## config.mk

```make
export PLATFORM = sky130hd
export DESIGN_NAME = lc_esc_responder
export DESIGN_NICKNAME = d
export VERILOG_FILES = /design/src/rtl/lc_resp_pkg.sv /design/src/rtl/lc_esc_tracker.sv /design/src/rtl/lc_en_decoder.sv /design/src/rtl/lc_esc_responder.sv
export SDC_FILE = /design/constraint.sdc
export NUM_CORES = 1
export LEC_CHECK = 0
export BUFFER_PORTS_ARGS = -buffer_cell sky130_fd_sc_hd__buf_2
export CORE_MARGIN = 4
export CORE_UTILIZATION = 45
export DETAILED_ROUTE_END_ITERATION = 12
export HOLD_SLACK_MARGIN = 0.1
export PLACE_DENSITY_LB_ADDON = 0.25
export SYNTH_ARGS = -nofsm -noshare
export SYNTH_HDL_FRONTEND = slang
export SYNTH_SLANG_ARGS = --single-unit
```

## constraint.sdc

```tcl
create_clock -name clk_i -period 1.83 [get_ports clk_i]
set_clock_uncertainty 0.05 [all_clocks]
set_input_delay 0.2745 -clock clk_i [delete_from_list [all_inputs] [get_ports clk_i]]
set_output_delay 0.2745 -clock clk_i [all_outputs]
set_load 0.01 [all_outputs]
```

## src/rtl/lc_resp_pkg.sv

```systemverilog
// Shared encodings for the lifecycle escalation responder.
// Assumes a 4-bit stage code and an 8-bit enable vector with fixed bit roles.
package lc_resp_pkg;

    localparam int STAGE_W = 4;
    localparam int NUM_EN  = 8;

    // Stage and state codes; escalate and scrap are reported on the state output.
    typedef enum logic [STAGE_W-1:0] {
        ST_TEST_UNLK = 4'h1,
        ST_DEV       = 4'h2,
        ST_PROD      = 4'h3,
        ST_RMA       = 4'h4,
        ST_TEST_LOCK = 4'h5,
        ST_ESCALATE  = 4'hA,
        ST_SCRAP     = 4'hF
    } lc_state_e;

    // Escalation severity held by the tracker.
    typedef enum logic [1:0] {
        SEV_NONE  = 2'd0,
        SEV_ESC   = 2'd1,
        SEV_SCRAP = 2'd2
    } sev_e;

    // Enable bit positions.
    localparam int EN_TEST   = 0;
    localparam int EN_HWDBG  = 1;
    localparam int EN_NVMDBG = 2;
    localparam int EN_CPU    = 3;
    localparam int EN_KEY    = 4;
    localparam int EN_SEED   = 5;
    localparam int EN_ESC    = 6;
    localparam int EN_CHKBYP = 7;

    // Maps a raw stage code to a legal stage; anything unknown becomes scrap.
    function automatic lc_state_e sanitize_stage(logic [STAGE_W-1:0] raw);
        lc_state_e s;
        case (raw)
            4'h1:    s = ST_TEST_UNLK;
            4'h2:    s = ST_DEV;
            4'h3:    s = ST_PROD;
            4'h4:    s = ST_RMA;
            4'h5:    s = ST_TEST_LOCK;
            default: s = ST_SCRAP;
        endcase
        return s;
    endfunction

endpackage

```

## src/rtl/lc_esc_tracker.sv

```systemverilog
// Sticky escalation severity tracker.
// Finds the highest asserted escalation line and raises the held severity,
// never lowering it until reset. Levels below ESC_LVL_ESCALATE are ignored.
// Assumes ESC_LVL_ESCALATE < ESC_LVL_SCRAP <= NUM_ESC.
module lc_esc_tracker
    import lc_resp_pkg::*;
#(
    parameter int NUM_ESC          = 3,
    parameter int ESC_LVL_ESCALATE = 2,
    parameter int ESC_LVL_SCRAP    = 3
) (
    input  logic               clk_i,
    input  logic               rst_ni,
    input  logic [NUM_ESC-1:0] esc_i,
    output sev_e               sev_q,
    output sev_e               sev_d
);

    localparam int LVL_W = $clog2(NUM_ESC + 1);

    logic [LVL_W-1:0] level;

    // Priority encode: the highest asserted line sets the level (0 = none).
    always_comb begin
        level = '0;
        for (int i = 0; i < NUM_ESC; i++) begin
            if (esc_i[i]) level = LVL_W'(i + 1);
        end
    end

    // Next severity: only ever moves upwards.
    always_comb begin
        sev_d = sev_q;
        if (sev_q == SEV_SCRAP || int'(level) >= ESC_LVL_SCRAP) begin
            sev_d = SEV_SCRAP;
        end else if (int'(level) >= ESC_LVL_ESCALATE) begin
            sev_d = SEV_ESC;
        end
    end

    // Severity register, cleared only by reset.
    always_ff @(posedge clk_i) begin
        if (!rst_ni) sev_q <= SEV_NONE;
        else         sev_q <= sev_d;
    end

endmodule

```

## src/rtl/lc_en_decoder.sv

```systemverilog
// Combinational decoder from (stage, severity) to reported state and enables.
// Scrap, whether loaded or escalated into, keeps only escalate and
// check-bypass. Escalate keeps the stage's CPU enable and adds those two.
module lc_en_decoder
    import lc_resp_pkg::*;
(
    input  lc_state_e         stage,
    input  sev_e              sev,
    output lc_state_e         state,
    output logic [NUM_EN-1:0] en
);

    logic [NUM_EN-1:0] base_en;

    // Per-stage enable set before any escalation.
    always_comb begin
        base_en = '0;
        case (stage)
            ST_TEST_UNLK: begin
                base_en[EN_TEST]  = 1'b1;
                base_en[EN_HWDBG] = 1'b1;
                base_en[EN_CPU]   = 1'b1;
            end
            ST_DEV: begin
                base_en[EN_HWDBG]  = 1'b1;
                base_en[EN_NVMDBG] = 1'b1;
                base_en[EN_CPU]    = 1'b1;
                base_en[EN_KEY]    = 1'b1;
                base_en[EN_SEED]   = 1'b1;
            end
            ST_PROD: begin
                base_en[EN_CPU]  = 1'b1;
                base_en[EN_KEY]  = 1'b1;
                base_en[EN_SEED] = 1'b1;
            end
            ST_RMA: begin
                base_en[EN_TEST]   = 1'b1;
                base_en[EN_HWDBG]  = 1'b1;
                base_en[EN_NVMDBG] = 1'b1;
                base_en[EN_CPU]    = 1'b1;
                base_en[EN_KEY]    = 1'b1;
                base_en[EN_SEED]   = 1'b1;
            end
            default: base_en = '0;
        endcase
    end

    // Apply severity on top of the stage decode.
    always_comb begin
        en    = base_en;
        state = stage;
        if (sev == SEV_SCRAP || stage == ST_SCRAP) begin
            state          = ST_SCRAP;
            en             = '0;
            en[EN_ESC]     = 1'b1;
            en[EN_CHKBYP]  = 1'b1;
        end else if (sev == SEV_ESC) begin
            state          = ST_ESCALATE;
            en             = '0;
            en[EN_CPU]     = base_en[EN_CPU];
            en[EN_ESC]     = 1'b1;
            en[EN_CHKBYP]  = 1'b1;
        end
    end

endmodule

```

## src/rtl/lc_esc_responder.sv

```systemverilog
// Lifecycle escalation responder top.
// Loads the stage from stage_i while reset is low, tracks sticky escalation,
// and drives registered state and enable outputs. Enables are zero in reset.
module lc_esc_responder
    import lc_resp_pkg::*;
#(
    parameter int NUM_ESC          = 3,
    parameter int ESC_LVL_ESCALATE = 2,
    parameter int ESC_LVL_SCRAP    = 3
) (
    input  logic               clk_i,
    input  logic               rst_ni,
    input  logic [NUM_ESC-1:0] esc_i,
    input  logic [STAGE_W-1:0] stage_i,
    output logic [STAGE_W-1:0] state_o,
    output logic [NUM_EN-1:0]  en_o
);

    lc_state_e         stage_q;
    sev_e              sev_q;
    sev_e              sev_d;
    lc_state_e         state_d;
    logic [NUM_EN-1:0] en_d;
    lc_state_e         state_q;
    logic [NUM_EN-1:0] en_q;

    lc_esc_tracker #(
        .NUM_ESC          (NUM_ESC),
        .ESC_LVL_ESCALATE (ESC_LVL_ESCALATE),
        .ESC_LVL_SCRAP    (ESC_LVL_SCRAP)
    ) u_tracker (
        .clk_i  (clk_i),
        .rst_ni (rst_ni),
        .esc_i  (esc_i),
        .sev_q  (sev_q),
        .sev_d  (sev_d)
    );

    lc_en_decoder u_decoder (
        .stage (stage_q),
        .sev   (sev_d),
        .state (state_d),
        .en    (en_d)
    );

    // Stage register: loaded from stage_i only while reset is held.
    always_ff @(posedge clk_i) begin
        if (!rst_ni) stage_q <= sanitize_stage(stage_i);
    end

    // Output registers: state follows the loaded stage in reset, enables stay off.
    always_ff @(posedge clk_i) begin
        if (!rst_ni) begin
            state_q <= sanitize_stage(stage_i);
            en_q    <= '0;
        end else begin
            state_q <= state_d;
            en_q    <= en_d;
        end
    end

    assign state_o = state_q;
    assign en_o    = en_q;

endmodule

```

==> flow_metrics.tcl <==
set metrics [dict create \
    status "complete, no violations" \
    crit_path_start_kind "register" \
    grt_max_degree 10 \
    cts_tree "done" \
    drt_wl_total_mm 1.21 \
    wl_per_cell_um 12.3 \
    fin_crit_ns 1.40 \
    p_sw_w 0.000174 \
    worstMarginPinSlew_ns 0.279 \
    synth_cell_type_count 26 \
    area.growth.synth_to_final_pct 17.9 \
    relSlewSlack_pct 81.3 \
    grt_pass1_wl_mm 1.79 \
    ios 21 \
    via_count 502 \
    setup_tns_ns 0 \
    fill_cells 133 \
    r2r_cells 3 \
    final_cell_mix "19 x buf_2, 12 x dfxtp_1, 7 x nor2_1" \
    clock_sinks 16 \
    p_clk_share_pct 28.5 \
    max-cap-violations 0 \
    ff2ff_setup_slack_ns 0.43 \
    critPathCaptureType "register" \
    worstHoldStart "esc_i[2]" \
    gp_congestion 0.717 \
    postRouteAntennaNets 0 \
    hold-path-cell-count 2 \
    reg2reg_from "u_tracker.sev_q[1]" \
    die_area_um2 2140 \
    cts.clk_slew.worst_paths_ns 0.09 \
    synthesis.nets 73 \
    via_per_inst 5.12 \
    final_nets 93 \
    holdBufCountCts 0 \
    antenna_found_initial 0 \
    insertion_delay_ns 0.28 \
    drv_slew 0 \
    finalWorstSetupSlack_ns 0.430 \
    fin_crit_sh_pct 76.5 \
    drt_iter0_drc 8 \
    fmax_ghz 0.714 \
    core_area_um2 1330 \
    combPwrFrac_pct 12.6 \
    p_seq_share_pct 58.8 \
    hpwl_um 892 \
    fp.dieW_um 46.2 \
    layout_commonest_cell "buf_2" \
    start_util_pct 49.3 \
    rsz0062_at_grt "no" \
    grt_overflow_total 0 \
    drc 0 \
    yosysTopAreaCellShare_pct 36.5 \
    power_density_nw_per_um2 881 \
    crit_arrival_ns 1.58 \
    n_antenna_cell 0 \
    min_to "u_tracker.sev_q[0]" \
    post_route_cells_drive_above_1_share_pct 27.7 \
    ys_seq_area_share_pct 54.8 \
    rows 13 \
    setup_viol 0 \
    netSwitchingFraction_pct 25.4 \
    drt_first_pass_iters 5 \
    cts-root-buf "clkbuf_4" \
    synth_area_leaders "dfxtp_1 37%, edfxtp_1 18%, nor2_1 4.0%, xnor2_1 4.0%, nor3_1 3.8%" \
    yosysTopAreaCell "dfxtp_1" \
    max-clock-path-buffers 2 \
    synthesis.instances 64 \
    synth-seq-cells 16 \
    htree_levels 1 \
    track_usage_pct 12.3 \
    leakage_nw 0.338 \
    port_buffers 19 \
    pre_cts_ws_ns 0.379 \
    post_cts_resized 0 \
    crit_fanout 5 \
    ys_warn_count 0 \
    r2r_end "en_o[1]" \
    synth.cell_area_um2 658 \
    cts_inserted_buffers 3 \
    die_y_um 46.2 \
    post_cts_buffers 0 \
    crit_required_ns 2.01 \
    power.internal_w 0.000510 \
    worst_ir_drop_vdd_uv 497 \
    finalHoldViolCount 0 \
    hp-class "in2reg" \
    synth.avg_cell_area_um2 10.3 \
    crit_type "reg2reg" \
    first_global_vias 439 \
]
-- layer usage --
layer | up-vias | part of all wire [%] | track usage (%)
li1 | 261 | - | -
met1 | 222 | 45 | 14.0
met2 | 17 | 46 | 19.5
met3 | 2 | 7.3 | 3.52
met4 | 0 | 1.1 | 8.52
met5 | - | 0 | 0
-- critical path, stage by stage (launching register included) --
cell     delay [ns]
dfxtp_1        0.36
xor2_1         0.18
or4b_4         0.53
o21ba_1        0.23
-- registers in the layout (all words and copies together) (netlist names) --
| name | cells |
|---|---|
| u_tracker.sev_q | 2 |
| en_o | 6 |
| state_o | 4 |
| stage_q | 4 |
-- kinds of logic (layout without fill, tap and decap cells) --
group                     count (synthesis)  in the layout  share of synthesized area [%]
muxes                                     1              1                           1.52
and+or+nand+nor                          24             24                           20.2
buffers and inverters                     6             25                           4.56
DFF                                      16             16                           54.8
AOI/OAI and AO/OA                        12             12                           12.4
xor gates and xnor gates                  5              5                           6.66
-- power groups by stage --
stage | logic (W) | clock network [W] | registers [W]
6_report | 0.0000863 | 0.000195 | 0.000402
2_1_floorplan | 0.0000576 | 0 | 0.000407
5_1_grt | 0.0000956 | 0.000219 | 0.000406
3_3_place_gp | 0.0000850 | 0 | 0.000409
3_5_place_dp | 0.0000867 | 0 | 0.000411
4_1_cts | 0.0000872 | 0.000198 | 0.000402
-- synth_stat cells (all sizes together) --
cell / count
inv: 2
nand4: 1
or3: 1
and2b: 1
o31ai: 1
dfxtp: 12
edfxtp: 4
nor3b: 3
nand2: 2
o21ai: 2
buf: 2
clkbuf: 2
xnor2: 3
or4b: 1
o22a: 2
o21ba: 1
a21oi: 4
a2bb2oi: 1
nor3: 5
nand2b: 1
nor2b: 1
nand3: 1
o21a: 1
xor2: 2
nor2: 7
mux2i: 1
-- per-stage QoR --
stage / total power [W] / cells / utilization (%) / hold slack (ns) / area [um^2]
after floorplan: 0.000464 / 64 / - / 0.301 / 658
final: 0.000684 / 98 / 58.2 / 0.146 / 776
after CTS: 0.000688 / 98 / 58.2 / 0.141 / 776
after global placement: 0.000494 / 94 / 56.2 / 0.438 / 749
after detailed placement: 0.000497 / 94 / 56.2 / 0.444 / 749
after global routing: 0.000720 / 98 / 58.2 / 0.138 / 776
-- worst max-delay path by stage --
stage	start	to	slack, ns	cells after the start
2_1_floorplan	u_tracker.sev_q[1]	en_o[1]	0.51	3
3_3_place_gp	esc_i[2]	en_o[1]	0.38	4
3_5_place_dp	esc_i[2]	en_o[1]	0.38	4
4_1_cts	u_tracker.sev_q[1]	en_o[1]	0.43	3
5_1_grt	u_tracker.sev_q[1]	en_o[2]	0.38	3
6_report	u_tracker.sev_q[1]	en_o[1]	0.43	3
-- area by class of cell --
| class | instances | area, um^2 | share of cell area, % |
|---|---|---|---|
| multi-input cells | 42 | 268 | 34.5 |
| flip-flops and latches | 16 | 360 | 46.5 |
| repair buffers | 19 | 95.1 | 12.3 |
| well taps | 15 | 18.8 | 2.42 |
| clock buffers | 4 | 26.3 | 3.39 |
| inverters | 2 | 7.51 | 0.968 |
Power figures use the tool's default switching activity.
